===== src/rtl/rxq_pkg.sv =====
package rxq_pkg;
  typedef enum logic [1:0] {
    RXQ_DATA  = 2'd0,
    RXQ_LEVEL = 2'd1,
    RXQ_THR   = 2'd2,
    RXQ_RSV   = 2'd3
  } rxq_addr_e;
endpackage


===== src/rtl/rxq_store.sv =====
module rxq_store #(
  parameter int DW    = 8,
  parameter int DEPTH = 16,
  parameter int AW    = $clog2(DEPTH)
) (
  input  logic          clk,
  input  logic          rst,
  input  logic          flush,
  input  logic          wr_en,
  input  logic [DW-1:0] wr_data,
  input  logic          rd_en,
  output logic [DW-1:0] head_data
);
  logic [DW-1:0] mem [DEPTH];
  logic [AW-1:0] wptr, rptr;

  // write port only, no reset, so the array maps to RAM
  always_ff @(posedge clk) begin
    if (wr_en) mem[wptr] <= wr_data;
  end

  assign head_data = mem[rptr];

  always_ff @(posedge clk) begin
    if (rst || flush) begin
      wptr <= '0;
      rptr <= '0;
    end else begin
      if (wr_en) wptr <= wptr + 1'b1;
      if (rd_en) rptr <= rptr + 1'b1;
    end
  end
endmodule


===== src/rtl/rxq_level.sv =====
module rxq_level #(
  parameter int DEPTH = 16,
  parameter int TW    = $clog2(DEPTH),
  parameter int CW    = TW + 1
) (
  input  logic          clk,
  input  logic          rst,
  input  logic          flush,
  input  logic          push_req,
  input  logic          pop_req,
  input  logic          thr_wr,
  input  logic [TW-1:0] thr_wdata,
  output logic          push_ok,
  output logic          pop_ok,
  output logic [CW-1:0] count,
  output logic [TW-1:0] thr,
  output logic          empty_q,
  output logic          full_q,
  output logic          irq_q,
  output logic          ovf_q
);
  localparam logic [CW-1:0] FULL_CNT = CW'(DEPTH);

  logic [CW-1:0] count_n;
  logic [TW-1:0] thr_n;
  logic          ovf_n;

  always_comb begin
    push_ok = push_req && !flush && (count != FULL_CNT);
    pop_ok  = pop_req  && !flush && (count != '0);
    if (flush) begin
      count_n = '0;
    end else begin
      case ({push_ok, pop_ok})
        2'b10:   count_n = count + 1'b1;
        2'b01:   count_n = count - 1'b1;
        default: count_n = count;
      endcase
    end
    thr_n = thr_wr ? thr_wdata : thr;
    ovf_n = flush ? 1'b0 : (ovf_q || (push_req && count == FULL_CNT));
  end

  always_ff @(posedge clk) begin
    if (rst) begin
      count   <= '0;
      thr     <= '0;
      ovf_q   <= 1'b0;
      empty_q <= 1'b1;
      full_q  <= 1'b0;
      irq_q   <= 1'b0;
    end else begin
      count   <= count_n;
      thr     <= thr_n;
      ovf_q   <= ovf_n;
      empty_q <= (count_n == '0);
      full_q  <= (count_n == FULL_CNT);
      irq_q   <= (count_n > {1'b0, thr_n});
    end
  end
endmodule


===== src/rtl/rxq_top.sv =====
module rxq_top
  import rxq_pkg::*;
#(
  parameter int DW    = 8,
  parameter int DEPTH = 16
) (
  input  logic          clk,
  input  logic          rst,
  input  logic          push_valid,
  input  logic [DW-1:0] push_data,
  input  logic          flush,
  input  logic          host_rd,
  input  logic          host_wr,
  input  logic [1:0]    host_addr,
  input  logic [DW-1:0] host_wdata,
  output logic [DW-1:0] host_rdata,
  output logic          rx_empty,
  output logic          rx_full,
  output logic          rx_level_irq,
  output logic          rx_overflow
);
  localparam int TW = $clog2(DEPTH);
  localparam int CW = TW + 1;

  rxq_addr_e     addr;
  logic          push_ok, pop_ok, pop_req, thr_wr;
  logic [CW-1:0] count;
  logic [TW-1:0] thr, level_zb;
  logic [DW-1:0] head_data;

  assign addr    = rxq_addr_e'(host_addr);
  assign pop_req = host_rd && (addr == RXQ_DATA);
  assign thr_wr  = host_wr && (addr == RXQ_THR);

  rxq_level #(.DEPTH(DEPTH), .TW(TW), .CW(CW)) u_level (
    .clk(clk), .rst(rst), .flush(flush),
    .push_req(push_valid), .pop_req(pop_req),
    .thr_wr(thr_wr), .thr_wdata(host_wdata[TW-1:0]),
    .push_ok(push_ok), .pop_ok(pop_ok),
    .count(count), .thr(thr),
    .empty_q(rx_empty), .full_q(rx_full),
    .irq_q(rx_level_irq), .ovf_q(rx_overflow)
  );

  rxq_store #(.DW(DW), .DEPTH(DEPTH), .AW(TW)) u_store (
    .clk(clk), .rst(rst), .flush(flush),
    .wr_en(push_ok), .wr_data(push_data),
    .rd_en(pop_ok), .head_data(head_data)
  );

  // zero-based fill level, saturating at zero when empty
  assign level_zb = (count == '0) ? '0 : TW'(count - 1'b1);

  always_ff @(posedge clk) begin
    if (rst) begin
      host_rdata <= '0;
    end else if (host_rd && !flush) begin
      case (addr)
        RXQ_DATA:  if (pop_ok) host_rdata <= head_data;
        RXQ_LEVEL: host_rdata <= {{(DW-TW){1'b0}}, level_zb};
        RXQ_THR:   host_rdata <= {{(DW-TW){1'b0}}, thr};
        default:   host_rdata <= '0;
      endcase
    end
  end
endmodule


===== config.mk =====
export PLATFORM = sky130hd
export DESIGN_NAME = rxq_top
export DESIGN_NICKNAME = d
export VERILOG_FILES = /design/src/rtl/rxq_pkg.sv /design/src/rtl/rxq_store.sv /design/src/rtl/rxq_level.sv /design/src/rtl/rxq_top.sv
export SDC_FILE = /design/constraint.sdc
export NUM_CORES = 1
export LEC_CHECK = 0
export ABC_AREA = 1
export BUFFER_PORTS_ARGS = -buffer_cell sky130_fd_sc_hd__buf_2
export CORE_ASPECT_RATIO = 1.4
export CORE_MARGIN = 5
export CORE_UTILIZATION = 40
export DETAILED_ROUTE_END_ITERATION = 8
export PLACE_DENSITY = 0.58
export RECOVER_POWER = 25
export SYNTH_ARGS = -nofsm -noshare
export SYNTH_HDL_FRONTEND = slang
export SYNTH_HIERARCHICAL = 1
export SYNTH_SLANG_ARGS = --single-unit

===== constraint.sdc =====
create_clock -name clk -period 3.9 [get_ports clk]
set_clock_uncertainty 0.2 [all_clocks]
set_input_delay 0.39 -clock clk [delete_from_list [all_inputs] [get_ports clk]]
set_output_delay 0.39 -clock clk [all_outputs]
set_load 0.02 [all_outputs]

==> qor.csv <==
stage,metric,value,unit
clock_network,clkLatencyLatePin,0.42,ns
yosys,ys.flop_type,edfxtp_1,
sta,maxSlewHeadroom,35.5,%
clock_network,htree_levels,4,
placed_design,place_hpwl,10200,um
worst_setup_path,crit_path_start_kind,register,
power,cellLeakagePower,3.50,nW
sta,hold_viol,0,
global_routing,grt_use_total,16.0,%
routing,ant_nets,0,
global_routing,grt_start_max_net_pins,65,
sta,min_period,3.04,ns
floorplanning,die-area,21200,um^2
placed_design,post-place-ws,0.672,ns
sta,setup_violations,0,
yosys,synthCells,777,
yosys,synth_seq_cells,161,
worst_setup_path,crit_type,reg -> reg,
yosys,synth_edf_count,128,
status,status,"complete, no violations",
yosys,synth_top_cell_by_area,edfxtp_1,
routing,vias_per_cell,4.70,
clock_network,clock_path_buffers,2,
clock_network,postCtsHoldBufs,0,
worst_hold_path,min-delay-path-class,in -> reg,
routing,drc,0,
yosys,seq_area_frac_synth,61.5,%
yosys,yosysMostFrequentCell,nand2_1,
yosys,syn_area,7330,um^2
global_routing,grt_pass1_wl,26000,um
floorplanning,row_count,58,
yosys,synth.area.top_cells,"edfxtp_1, nand2_1, dfxtp_1",
worst_setup_path,cp_data_arrival_time,3.15,ns
job,cap_violations,0,
clock_network,cts-buffers-inserted,17,
routing,wl,16300,um
clock_network,clk_pin_slew,0.06,ns
floorplanning,start_util,40.7,%
clock_network,clock-sinks,161,
worst_setup_path,crit_top_cell,nand3_1,
routing,vias,4971,
worst_setup_path,slowest_delay,0.49,ns
yosys,postSynth.asyncResetShare,0,%
sta,tns,0,ns
worst_setup_path,crit_slowest_cell,dfxtp_1,
routing,firstDrtPassIters,4,
finish,syn2layout_area_growth,11.9,%
clock_network,cts_root_buf,clkbuf_16,
worst_setup_path,path_cells,"inv_1, nand4_1, nor2_1, inv_1, nand3_1, ha_1, ha_1, nand3_1, nand3_1, nand3_1, nand2_4, inv_2, ha_1, a21oi_1, o21ai_0, o21ai_0, o21ai_1",
worst_setup_path,required,4.00,ns
sta,slew_viol_final,0,
finish,finalInstanceArea,8200,um^2
placed_design,gp_congestion,0.826,
sta,post-route-period-util,78.1,%
routing,drtIter0Drc,327,
power,ir_worst_vdd,0.302,mV
yosys,yosys.area.top_type_share,52.4,%
sta,rsz0062_at_grt,no,
worst_setup_path,worst_setup_path_end_kind,register,
sta,fin_ws,0.856,ns
floorplanning,core_area,18000,um^2
global_routing,antenna_found_initial,0,
sta,fmax,328,MHz
clock_network,tritoncts,built,
power,power_density,443,nW/um^2
global_routing,grt_pass1_vias,4865,
clock_network,ctsResizeCount,0,
sta,worstMarginPinSlew,0.964,ns
finish,layout.nets,844,
finish,drive_gt1_share,9.91,%
worst_setup_path,worstPathMaxFanout,6,
finish,fillers,1751,
global_routing,grt.overflow.total,0,
routing,routedWlPerCell,15.4,um
yosys,synth_nets,816,
clock_network,cts_setup_buffers,0,
floorplanning,die_w,124,um
yosys,postSynthAreaPerCell,9.43,um^2
finish,n_antenna_cell,0,
placed_design,placed_area,7640,um^2
yosys,synth_commonest_cells,"nand2_1, inv_1, edfxtp_1, nand3_1, nor2_1",
yosys,synth_cell_types,30,
floorplanning,die_h,170,um
floorplanning,ios,36,
placed_design,portBuffers,31,
yosys,yosys_warnings,6,
==> worst paths after layout <==
kind	endpoint	slack, ns	startpoint	depth (start not counted)
min reg2reg	host_rdata[6]	0.26	host_rdata[6]	2
min	u_level/thr[0]	0.04	host_wdata[0]	3
max reg2reg	u_level/irq_q	0.86	u_level/count[2]	17
max	u_level/irq_q	0.86	u_level/count[2]	17
==> power breakdown <==
part	internal [mW]	switching, mW	leakage [nW]
clock network	0.938	0.667	0.267
registers	1.87	0.00767	1.42
logic	0.0451	0.107	1.82
total	2.85	0.782	3.50
==> flip-flops by register name, summed over array words and instances (netlist names), named ones only <==
name,cells
host_rdata,8
u_level/count,5
u_level/empty_q,1
u_level/full_q,1
u_level/irq_q,1
u_level/ovf_q,1
u_level/thr,4
u_store/mem,128
u_store/rptr,4
u_store/wptr,4
==> metrics by stage <==
step / hold WS, ns / total power [mW] / instances / utilization [%]
2_1_floorplan: 0.250 / 2.00 / 777 / -
3_3_place_gp: 0.249 / 2.06 / 1026 / 42.5
3_5_place_dp: 0.253 / 2.06 / 1026 / 42.5
4_1_cts: 0.0194 / 3.67 / 1057 / 45.6
5_1_grt: 0.0492 / 3.77 / 1057 / 45.6
6_report: 0.0445 / 3.63 / 1057 / 45.6
==> layout by cell type, fill, tap and decap left out, drive strengths merged, types with 3 or more instances in the layout <==
cell type and instances:
clkinv 4, clkbuf 23, ha 14, nand4 3, nand3 115, nand2 226
o21ai 11, nor2 44, dfxtp 33, a21oi 25, buf 32, clkinvlp 4
xor2 3, edfxtp 128, mux2i 3, inv 141
==> layout make-up <==
class / count / area (um^2) / share of cell area [%]
clock buffers: 18 / 429 / 5.23
repair buffers: 37 / 194 / 2.36
clock inverters: 13 / 136 / 1.66
multi-input cells: 450 / 2120 / 25.8
flip-flops and latches: 161 / 4510 / 54.9
inverters: 138 / 518 / 6.32
well taps: 240 / 300 / 3.66
==> worst max-delay path, delay by kind of cell, from the launching register on <==
family,cells,cell delay [ns]
flip-flops,1,0.49
AO/OA/AOI/OAI,4,0.36
adder cells (fa/ha/maj),3,0.97
buffers and inverters,3,0.15
AND/OR/NAND/NOR,7,0.75
==> layer usage <==
metal | global-route usage (%) | vias to the layer above | share of wire (%)
met2 | 27.9 | 99 | 51
met5 | 0 | - | 0
met3 | 2.79 | 30 | 3.6
li1 | - | 2550 | -
met1 | 19.3 | 2292 | 42
met4 | 8.01 | 0 | 3.0
==> logic make-up (layout without fill, tap and decap cells) <==
kind of cell	count (synthesis)	after routing	synth area share, %
muxes	3	3	0.410
AOI/OAI and AO/OA	38	38	2.97
xor gates and xnor gates	3	3	0.359
adders and majority gates	15	15	2.66
buffers and inverters	166	206	9.64
and+or+nand+nor	391	391	22.5
DFF	161	161	61.5
Note: power is estimated with default switching activity, not from simulation.
